### config.mk
export PLATFORM = sky130hd
export DESIGN_NAME = sdiv_restoring
export DESIGN_NICKNAME = d
export VERILOG_FILES = /design/src/rtl/sdiv_pkg.sv /design/src/rtl/sdiv_ctrl.sv /design/src/rtl/sdiv_step.sv /design/src/rtl/sdiv_sign_fix.sv /design/src/rtl/sdiv_restoring.sv
export SDC_FILE = /design/constraint.sdc
export NUM_CORES = 1
export LEC_CHECK = 0
export BUFFER_PORTS_ARGS = -buffer_cell sky130_fd_sc_hd__buf_2
export CELL_PAD_IN_SITES_DETAIL_PLACEMENT = 1
export CELL_PAD_IN_SITES_GLOBAL_PLACEMENT = 1
export CORE_AREA = 2 2 90 92
export CTS_BUF_LIST = sky130_fd_sc_hd__clkbuf_4
export CTS_CLUSTER_DIAMETER = 40
export DETAILED_ROUTE_END_ITERATION = 6
export DIE_AREA = 0 0 92 94
export PLACE_DENSITY_LB_ADDON = 0.1
export SLEW_MARGIN = 5
export SYNTH_ARGS = -nofsm -noshare
export SYNTH_HDL_FRONTEND = slang
export SYNTH_SLANG_ARGS = --single-unit
### constraint.sdc
create_clock -name clk -period 2.4 [get_ports clk]
set_clock_uncertainty 0.2 [all_clocks]
set_input_delay 0.24 -clock clk [delete_from_list [all_inputs] [get_ports clk]]
set_output_delay 0.24 -clock clk [all_outputs]
set_load 0.05 [all_outputs]
### src/rtl/sdiv_pkg.sv
package sdiv_pkg;

  typedef enum logic [0:0] {
    ST_IDLE = 1'b0,
    ST_RUN  = 1'b1
  } sdiv_state_e;

endpackage

### src/rtl/sdiv_ctrl.sv
module sdiv_ctrl
  import sdiv_pkg::*;
#(
  parameter int WIDTH = 8,
  parameter int CNT_W = $clog2(WIDTH + 1)
) (
  input  logic             clk,
  input  logic             rst_n,
  input  logic             start,
  input  logic             zero_div,
  output logic             busy,
  output logic             done,
  output logic             load,
  output logic             zload,
  output logic             step_en,
  output logic             last_step,
  output logic [CNT_W-1:0] cnt
);

  sdiv_state_e      state_q, state_d;
  logic [CNT_W-1:0] cnt_q, cnt_d;
  logic             done_q, done_d;

  always_comb begin
    state_d = state_q;
    cnt_d   = cnt_q;
    done_d  = 1'b0;
    load    = 1'b0;
    zload   = 1'b0;
    case (state_q)
      ST_IDLE: begin
        if (start) begin
          if (zero_div) begin
            zload  = 1'b1;
            done_d = 1'b1;
          end else begin
            load    = 1'b1;
            state_d = ST_RUN;
            cnt_d   = CNT_W'(WIDTH);
          end
        end
      end
      ST_RUN: begin
        cnt_d = cnt_q - 1'b1;
        if (cnt_q == CNT_W'(1)) begin
          state_d = ST_IDLE;
          done_d  = 1'b1;
        end
      end
      default: state_d = ST_IDLE;
    endcase
  end

  always_ff @(posedge clk or negedge rst_n) begin
    if (!rst_n) begin
      state_q <= ST_IDLE;
      cnt_q   <= '0;
      done_q  <= 1'b0;
    end else begin
      state_q <= state_d;
      cnt_q   <= cnt_d;
      done_q  <= done_d;
    end
  end

  assign busy      = (state_q == ST_RUN);
  assign done      = done_q;
  assign step_en   = busy;
  assign last_step = busy && (cnt_q == CNT_W'(1));
  assign cnt       = cnt_q;


  done_pulse_chk: assert property (@(posedge clk) disable iff (!rst_n)
    done && !start |=> !done);


  busy_done_excl_chk: assert property (@(posedge clk) disable iff (!rst_n)
    busy |-> !done);


  cnt_step_chk: assert property (@(posedge clk) disable iff (!rst_n)
    busy && (cnt != CNT_W'(1)) |=> busy && (cnt == CNT_W'($past(cnt) - 1'b1)));


  cnt_load_chk: assert property (@(posedge clk) disable iff (!rst_n)
    !busy && start && !zero_div |=> busy && (cnt == CNT_W'(WIDTH)));

endmodule

### src/rtl/sdiv_step.sv
module sdiv_step #(
  parameter int WIDTH = 8,
  parameter int CNT_W = $clog2(WIDTH + 1)
) (
  input  logic [WIDTH-1:0] r_cur,
  input  logic [WIDTH-1:0] q_cur,
  input  logic [WIDTH-1:0] v_cur,
  input  logic             dsign,
  input  logic [CNT_W-1:0] cnt,
  output logic [WIDTH-1:0] r_nxt,
  output logic [WIDTH-1:0] q_nxt
);

  localparam int TW = WIDTH + 2;

  logic [WIDTH:0]   r_sh;
  logic [WIDTH-1:0] q_sh;
  logic [TW-1:0]    r_ext, v_ext, trial;
  logic             subtract, pend, accept;

  always_comb begin
    r_sh     = {r_cur, q_cur[WIDTH-1]};
    q_sh     = {q_cur[WIDTH-2:0], 1'b0};
    r_ext    = {r_sh[WIDTH], r_sh};
    v_ext    = {{2{v_cur[WIDTH-1]}}, v_cur};
    subtract = (dsign == v_cur[WIDTH-1]);
    trial    = subtract ? (r_ext - v_ext) : (r_ext + v_ext);

    pend = 1'b0;
    for (int i = 0; i < WIDTH; i++) begin
      if (q_sh[i] && ((i + int'(cnt)) > WIDTH)) begin
        pend = 1'b1;
      end
    end

    if (trial == '0) begin
      accept = !dsign || !pend;
    end else begin
      accept = (trial[TW-1] == dsign);
    end

    r_nxt = accept ? trial[WIDTH-1:0] : r_sh[WIDTH-1:0];
    q_nxt = {q_sh[WIDTH-1:1], accept};
  end

endmodule

### src/rtl/sdiv_sign_fix.sv
module sdiv_sign_fix #(
  parameter int WIDTH = 8
) (
  input  logic [WIDTH-1:0] q_raw,
  input  logic             negate,
  output logic [WIDTH-1:0] q_out
);

  always_comb begin
    q_out = negate ? (~q_raw + 1'b1) : q_raw;
  end

endmodule

### src/rtl/sdiv_restoring.sv
module sdiv_restoring #(
  parameter int WIDTH = 8
) (
  input  logic             clk,
  input  logic             rst_n,
  input  logic             start,
  input  logic [WIDTH-1:0] dividend,
  input  logic [WIDTH-1:0] divisor,
  output logic             busy,
  output logic             done,
  output logic [WIDTH-1:0] quotient,
  output logic [WIDTH-1:0] remainder,
  output logic             div_zero,
  output logic             overflow
);

  localparam int               CNT_W    = $clog2(WIDTH + 1);
  localparam logic [WIDTH-1:0] MOST_NEG = {1'b1, {(WIDTH-1){1'b0}}};

  logic [1:0] rst_pipe_q;
  logic       rst_s_n;

  always_ff @(posedge clk or negedge rst_n) begin
    if (!rst_n) rst_pipe_q <= '0;
    else        rst_pipe_q <= {rst_pipe_q[0], 1'b1};
  end
  assign rst_s_n = rst_pipe_q[1];

  logic             load, zload, step_en, last_step, zero_div;
  logic [CNT_W-1:0] cnt;

  assign zero_div = (divisor == '0);

  sdiv_ctrl #(.WIDTH(WIDTH), .CNT_W(CNT_W)) u_ctrl (
    .clk       (clk),
    .rst_n     (rst_s_n),
    .start     (start),
    .zero_div  (zero_div),
    .busy      (busy),
    .done      (done),
    .load      (load),
    .zload     (zload),
    .step_en   (step_en),
    .last_step (last_step),
    .cnt       (cnt)
  );

  logic [WIDTH-1:0] v_q, v_d, r_q, r_d, q_q, q_d;
  logic             dsign_q, dsign_d, ovf_pend_q, ovf_pend_d;
  logic [WIDTH-1:0] quo_q, quo_d, rem_q, rem_d;
  logic             dz_q, dz_d, ovf_q, ovf_d;
  logic [WIDTH-1:0] r_step, q_step, q_fixed;

  sdiv_step #(.WIDTH(WIDTH), .CNT_W(CNT_W)) u_step (
    .r_cur (r_q),
    .q_cur (q_q),
    .v_cur (v_q),
    .dsign (dsign_q),
    .cnt   (cnt),
    .r_nxt (r_step),
    .q_nxt (q_step)
  );

  sdiv_sign_fix #(.WIDTH(WIDTH)) u_fix (
    .q_raw  (q_step),
    .negate (dsign_q ^ v_q[WIDTH-1]),
    .q_out  (q_fixed)
  );

  always_comb begin
    v_d        = v_q;
    r_d        = r_q;
    q_d        = q_q;
    dsign_d    = dsign_q;
    ovf_pend_d = ovf_pend_q;
    quo_d      = quo_q;
    rem_d      = rem_q;
    dz_d       = dz_q;
    ovf_d      = ovf_q;
    if (load) begin
      v_d        = divisor;
      r_d        = {WIDTH{dividend[WIDTH-1]}};
      q_d        = dividend;
      dsign_d    = dividend[WIDTH-1];
      ovf_pend_d = (dividend == MOST_NEG) && (&divisor);
    end
    if (step_en) begin
      r_d = r_step;
      q_d = q_step;
    end
    if (last_step) begin
      quo_d = q_fixed;
      rem_d = r_step;
      dz_d  = 1'b0;
      ovf_d = ovf_pend_q;
    end
    if (zload) begin
      quo_d = '0;
      rem_d = '0;
      dz_d  = 1'b1;
      ovf_d = 1'b0;
    end
  end

  always_ff @(posedge clk or negedge rst_s_n) begin
    if (!rst_s_n) begin
      v_q        <= '0;
      r_q        <= '0;
      q_q        <= '0;
      dsign_q    <= 1'b0;
      ovf_pend_q <= 1'b0;
      quo_q      <= '0;
      rem_q      <= '0;
      dz_q       <= 1'b0;
      ovf_q      <= 1'b0;
    end else begin
      v_q        <= v_d;
      r_q        <= r_d;
      q_q        <= q_d;
      dsign_q    <= dsign_d;
      ovf_pend_q <= ovf_pend_d;
      quo_q      <= quo_d;
      rem_q      <= rem_d;
      dz_q       <= dz_d;
      ovf_q      <= ovf_d;
    end
  end

  assign quotient  = quo_q;
  assign remainder = rem_q;
  assign div_zero  = dz_q;
  assign overflow  = ovf_q;


  divisor_hold_chk: assert property (@(posedge clk) disable iff (!rst_s_n)
    busy |=> $stable(v_q));


  zero_out_chk: assert property (@(posedge clk) disable iff (!rst_s_n)
    done && div_zero |-> (quotient == '0) && (remainder == '0) && !overflow);


  rem_sign_chk: assert property (@(posedge clk) disable iff (!rst_s_n)
    done && !div_zero && (remainder != '0) |-> (remainder[WIDTH-1] == dsign_q));


  result_hold_chk: assert property (@(posedge clk) disable iff (!rst_s_n)
    !done |=> done || ($stable(quotient) && $stable(remainder) && $stable(div_zero)));


  busy_start_chk: assert property (@(posedge clk) disable iff (!rst_s_n)
    busy && start |=> !div_zero || !done);

endmodule

# --- After elaboration in Yosys (flattened, before gate mapping) ---
# Cells that the tools add are included.
classes:
  n_addsub: 11
  n_mul: 0
  div_mod_pow: 0
  n_lt_le_gt_ge: 7
  eq_ne: 6
  shift: 0
  mux: 36
  n_bitwise: 3
  reduce_logical: 18
ops:
  columns: ["cell", "n"]
  rows:
  - ["$gt A32 B5 Y1 const B", 7]
  - ["$mux W8", 10]
  - ["$add A3 B4 Y5 const A", 4]
  - ["$mux W1", 20]
  - ["$add A2 B4 Y5 const A", 2]
  - ["$add A9 B8 Y10", 1]
  - ["$logic_not A10 Y1", 1]
  - ["$mux W10", 1]
  - ["$sub A9 B8 Y10", 1]
  - ["$logic_and A1 B1 Y1", 9]
  - ["$add A8 B1 Y8 const B", 1]
  - ["$eq A8 B8 Y1 const B", 1]
  - ["$logic_not A8 Y1", 1]
  - ["$mux W4", 2]
  - ["$not A8 Y8", 1]
  - ["$pmux W4 S2", 1]
  - ["$reduce_and A8 Y1", 1]
  - ["$add A1 B4 Y5 const A", 1]
  - ["$eq A4 B1 Y1 const B", 1]
  - ["$ne A2 B2 Y1 const B", 2]
  - ["$pmux W1 S2", 2]
  - ["$reduce_bool A2 Y1", 2]
  - ["$sub A4 B1 Y4 const B", 1]
  - ["$eq A1 B1 Y1", 2]
  - ["5 further kinds", 6]
totals:
  register_bits: 52
  latchBits: 0
  ram_bits: 0
  rom_bits: 0
  output_inout_bits: 20
  wordCells: 94
  memories: 0

# --- Longest topological paths before layout ---
depth:
  word_depth: 18
  depth_mapped: 19
  ltp_nobuf: 17

# --- Modules after synthesis ---
# From an unflattened synthesis, not the netlist that was laid out.
unflattened:
  hier_cells: 376
  area_unflattened_um2: 3570.9
by_module_without_submodules:
  columns: ["mod", "n_inst", "cells_per_inst", "area_each_um2", "seq_area_each_um2"]
  rows:
  - ["sdiv_restoring", 1, 163, 1916.8, 1151.1]
  - ["sdiv_step", 1, 164, 1161.1, 0.0]
  - ["sdiv_ctrl", 1, 28, 321.6, 150.1]
  - ["sdiv_sign_fix", 1, 21, 171.4, 0.0]

# --- Worst setup path after synthesis ---
# Ideal clock, no wire load.
synth_timing:
  path_kind: "reg2reg"
  start: "reg v_q[7]"
  end: "reg quo_q[4], in the netlist quotient[4]"
  setup_time_ns: 0.148
  t_arrival_ns: 3.797
  slack_ns: -1.745
  stages_incl_launch_ff: 18
  path_buffers: 2
  period_less_slack_ns: 4.145
  cell_sequence: "dfrtp_1 > clkbuf_1 > xor2_1 > nor2_1 > a21o_1 > fa_1 > or2b_1 > a21oi_1 > xor2_1 > or4_1 > nor4_4 > or2_1 > buf_6 > inv_1 > ha_1 > a21oi_1 > xnor2_1 > o22ai_1"
synth_via:
  elab_chain_cells: 9
  word_cells_on_any_way: 13
synth_lines:
  columns: ["item", "line_no", "rtl"]
  rows:
  - ["start, declared", "sdiv_restoring.sv:48", "logic [WIDTH-1:0] v_q, v_d, r_q, r_d, q_q, q_d;"]
  - ["start signal, assigned", "sdiv_restoring.sv:117", "v_q <= v_d;"]
  - ["$add A9 B8 Y10, or another cell as far along", "sdiv_step.sv:27", "trial = subtract ? (r_ext - v_ext) : (r_ext + v_ext);"]
  - ["$mux W10", "sdiv_step.sv:27", null]
  - ["$logic_not A10 Y1 / $eq A1 B1 Y1 (equally long branches)", "sdiv_step.sv:36, sdiv_step.sv:39", null]
  - ["$mux W1", "sdiv_step.sv:36", "if (trial == '0) begin"]
  - ["$not A8 Y8", "sdiv_sign_fix.sv:10", "q_out = negate ? (~q_raw + 1'b1) : q_raw;"]
  - ["$add A8 B1 Y8", "sdiv_sign_fix.sv:10", null]
  - ["$mux W8 (*)", "sdiv_sign_fix.sv:10", null]
  - ["$mux W8 (*)", "sdiv_restoring.sv:91", "if (last_step) begin"]
  - ["$mux W8 (*)", "sdiv_restoring.sv:97", "if (zload) begin"]
  - ["end signal, assigned", "sdiv_restoring.sv:122", "quo_q <= quo_d;"]
  - ["end, declared", "sdiv_restoring.sv:50", "logic [WIDTH-1:0] quo_q, quo_d, rem_q, rem_d;"]
# Every way passes the cells marked *; elsewhere a longest branch is shown, timed or not. The select of a mux whose other input is x is not followed.
# A chain may end at the register's enable or synchronous reset.

# --- Final worst setup path ---
layout_timing:
  start: "reg dsign_q"
  end: "reg r_q[2]"
layout_via:
  elab_chain_cells: 6
  word_cells_on_any_way: 9
layout_lines:
  columns: ["item", "line_no", "rtl"]
  rows:
  - ["start, declared", "sdiv_restoring.sv:49", "logic dsign_q, dsign_d, ovf_pend_q, ovf_pend_d;"]
  - ["start signal, assigned", "sdiv_restoring.sv:120", "dsign_q <= dsign_d;"]
  - ["$eq A1 B1 Y1", "sdiv_step.sv:26", "subtract = (dsign == v_cur[WIDTH-1]);"]
  - ["$mux W10", "sdiv_step.sv:27", null]
  - ["$logic_not A10 Y1 / $eq A1 B1 Y1 (equally long branches)", "sdiv_step.sv:36, sdiv_step.sv:39", null]
  - ["$mux W1", "sdiv_step.sv:36", null]
  - ["$mux W8 (*)", "sdiv_step.sv:42", "r_nxt = accept ? trial[WIDTH-1:0] : r_sh[WIDTH-1:0];"]
  - ["$mux W8 (*)", "sdiv_restoring.sv:87", "if (step_en) begin"]
  - ["end signal, assigned", "sdiv_restoring.sv:118", "r_q <= r_d;"]
  - ["end, declared", "sdiv_restoring.sv:48", null]
# Every way passes the cells marked *; elsewhere a longest branch is shown, timed or not.

==> run metrics <==
final setup vio count 26; initial antenna violation count 1; GPL Wtd Cong between 0.9 and 1; Synth top area share 0.391; delay-heaviest family, CP simple AND/OR/NAND/NOR gates; Routed Antenna Nets 0; CTS sink cnt between 50 and 60; area of the multi-input gates between 2000 and 2500 sq um; crit path capture type flip-flop; failing checks negative setup slack; Worst Reg-to-Reg Cells 15; layout cells sized above 1 0.473; Setup TNS Final -40.56 ns; Die Ht between 90 and 100 um; number of flops mapped to enable cells by yosys 0; total CTS buffers 5; Worst-path clk slew 0.17 ns; area of the core 7610 sq um; drt total wl roughly 16 mm; achievable frequency approximately 240 MHz; status finished, violations left; pin count of the biggest net entering global routing 51; CTS Buffer Depth 2; Req. time, crit path around 2.5 ns; Slew Limit Fails 0; area leader, netlist dfrtp_1; FP Rows 32; period utilization 1.75; Via density 6.15; CTS root buf clkbuf_4; crit-path most repeated cell buf_6; Slew HR 0.583; Worst Tran Pin Value just over 0.6 ns; Nets between 500 and 600; die width between 90 and 100 um; full die area between 8000 and 9000 sq um; delay of the slowest cell on the worst path approximately 0.5 ns; Worst EP arrival ~4.3 ns; CTS tree built; clk_lat worst skew approximately 0.42 ns; Top-Level Pins 39; first-pass GRT wire length 22.1 mm; FF+latch count, synth between 50 and 60; Iter 0 DRT Violations 328; DR pass1 iterations 5; WL per Instance about 26 um; Async SR Flop Fraction 1.00; Total Routing Usage GR 0.338; HP Class reg -> async; Mapped Cells between 300 and 400; Netlist Area Pre-Place between 3000 and 4000 sq um; setup ws final -1.81 ns; register area ~1300 sq um; slack of the worst reg-to-reg path -1.81 ns; Layout fillers 823; Slowest cell on crit path dfrtp_2; Synth cell types 60; Max-cap violations 0; H-tree Lvls 2; Final Hold Fails 0; Main synth FF type dfrtp_1; minimum clock period after layout roughly 4.2 ns; critical path depth 15; I/O Buffers 38; vias in the first global route between 4000 and 5000; Net Count, Synth 400; critical path class reg -> reg; Ys Warns 0; Seq/Total Area, Yosys 0.391; RSZ-0062 raised after global routing yes; Starting Density 0.438; Residual DRC 0; via count a little under 4000; Layout area overhead 55.4%; global route total overflow 0; CP cell instances buf_6 > xnor2_4 > nor2_4 > xnor2_2 > ha_1 > buf_6 > or2b_1 > a21oi_2 > xor2_2 > or4_4 > nor4_4 > or2_4 > buf_6 > mux2_4 > a221o_1; worst path bufs/invs 3; crit-path max FO 6; type of origin of the critical path flip-flop; synth top area cells dfrtp_1, ha_1, nand2_1, o21ai_0, a21oi_1; Avg Inst Size Synth between 9 and 10 sq um; post-detail-place hpwl slightly above 8 mm
cells in the mapped netlist, drive strengths merged, types with 3 or more instances:
master,n
dfrtp,52
nand2,41
o21ai,32
nor2,23
a21oi,20
inv,18
ha,16
clkbuf,15
mux2,11
xnor2,11
mux2i,9
buf,8
o22ai,8
xor2,8
a31oi,7
nand3,6
nor3,6
nand4,5
nor4,5
a221o,4
nand2b,4
nand3b,4
nor2b,4
o2bb2ai,4
o31ai,4
a21o,3
and3,3
nor3b,3
or4,3
logic make-up (layout without fill, tap and decap cells):
kind of cell,after synthesis,after routing,synth area share
simple gates,116,116,0.181
mux,20,20,0.0687
other cells,1,2,0.00113
buf+inv,41,205,0.0541
compound gates,98,98,0.188
flops,52,52,0.391
fa+ha+maj,17,17,0.0661
xor+xnor,19,19,0.0499
placed cells by master, fill, tap and decap left out, types with 5 or more instances in the layout:
cell           synthesis  routed
dlygate4sd3_1          0      19
mux2_2                 7       7
o22ai_1                8       6
nand4_1                5       5
nand2_1               41      38
o21ai_0               30      18
ha_1                  16      11
a21oi_1               20      15
buf_2                  3      38
clkbuf_4               0       5
inv_1                 18      15
mux2i_1                9       9
nand3_1                6       5
buf_6                  2      14
o21ai_1                2       9
xnor2_1               11       6
buf_4                  2     107
dfrtp_1               52      48
nor2_1                22      18
metal layers:
metal | track usage | part of all wire | up-vias | routed length (um)
met4 | 0.174 | 0.061 | 0 | 979
met3 | 0.0586 | 0.074 | 86 | 1190
met1 | 0.389 | 0.36 | 1931 | 5880
met5 | 0 | 0 | - | 0
li1 | - | - | 1625 | -
met2 | 0.604 | 0.50 | 237 | 8080
sequential cells by signal, summed over array words and instances, names as in the netlist:
| signal | cells |
|---|---|
| div_zero | 1 |
| dsign_q | 1 |
| overflow | 1 |
| ovf_pend_q | 1 |
| q_q | 8 |
| quotient | 8 |
| r_q | 8 |
| remainder | 8 |
| rst_pipe_q | 2 |
| u_ctrl.busy | 1 |
| u_ctrl.cnt | 4 |
| u_ctrl.done | 1 |
| v_q | 8 |
path summary, 6_finish.rpt:
check | startpoint | endpoint
worst max-delay path | dsign_q$_DFFE_PN0P_ | r_q[2]$_DFFE_PN0P_
worst min-delay path | rst_pipe_q[1]$_DFF_PN0_ | u_ctrl.cnt[1]$_DFFE_PN0P_
worst max register to register | dsign_q$_DFFE_PN0P_ | r_q[2]$_DFFE_PN0P_
worst min register to register | rst_pipe_q[1]$_DFF_PN0_ | u_ctrl.cnt[1]$_DFFE_PN0P_
max in group asynchronous | rst_n | rst_pipe_q[1]$_DFF_PN0_
min in group clk | rst_pipe_q[0]$_DFF_PN0_ | rst_pipe_q[1]$_DFF_PN0_
cell type report:
type / count / share of cell area
tap: 102 / 0.0246
antenna: 1 / 0.000483
clock buffer: 5 / 0.00725
multi-input combinational: 271 / 0.435
clock inverter: 3 / 0.00435
sequential: 52 / 0.252
inverter: 18 / 0.0135
timing repair buffer: 179 / 0.263
worst reg2reg max path: stages (launching register included):
cell and delay [ns]:
dfrtp_2 0.50, buf_6 0.15, xnor2_4 0.23, nor2_4 0.06
xnor2_2 0.13, ha_1 0.37, buf_6 0.13, or2b_1 0.27
a21oi_2 0.21, xor2_2 0.14, or4_4 0.48, nor4_4 0.27
or2_4 0.19, buf_6 0.13, mux2_4 0.32, a221o_1 0.32
per-stage QoR:
step | hold slack [ns] | utilization | setup slack [ns] | instances | area (sq um)
finish | 0.0828 | 0.681 | -1.81 | 631 | 5180
global route | 0.104 | 0.681 | -1.88 | 631 | 5180
CTS | 0.0777 | 0.657 | -1.55 | 624 | 4990
detailed placement | -0.174 | 0.569 | -1.62 | 574 | 4330
global placement | -0.176 | 0.569 | -1.47 | 574 | 4330
floorplan | -0.256 | - | -1.46 | 364 | 3410
what timing repair did:
action,CTS,global route
hold endpoints to repair,19,0
endpoints found under the setup margin,25,25
hold buffers,19,0
gates resized for setup,57,26
setup buffers,24,8
pin swaps,33,23
Power is left out: the tool's default activity adds up to more than one toggle a clock period on the data nets, which glitch-free logic cannot reach.
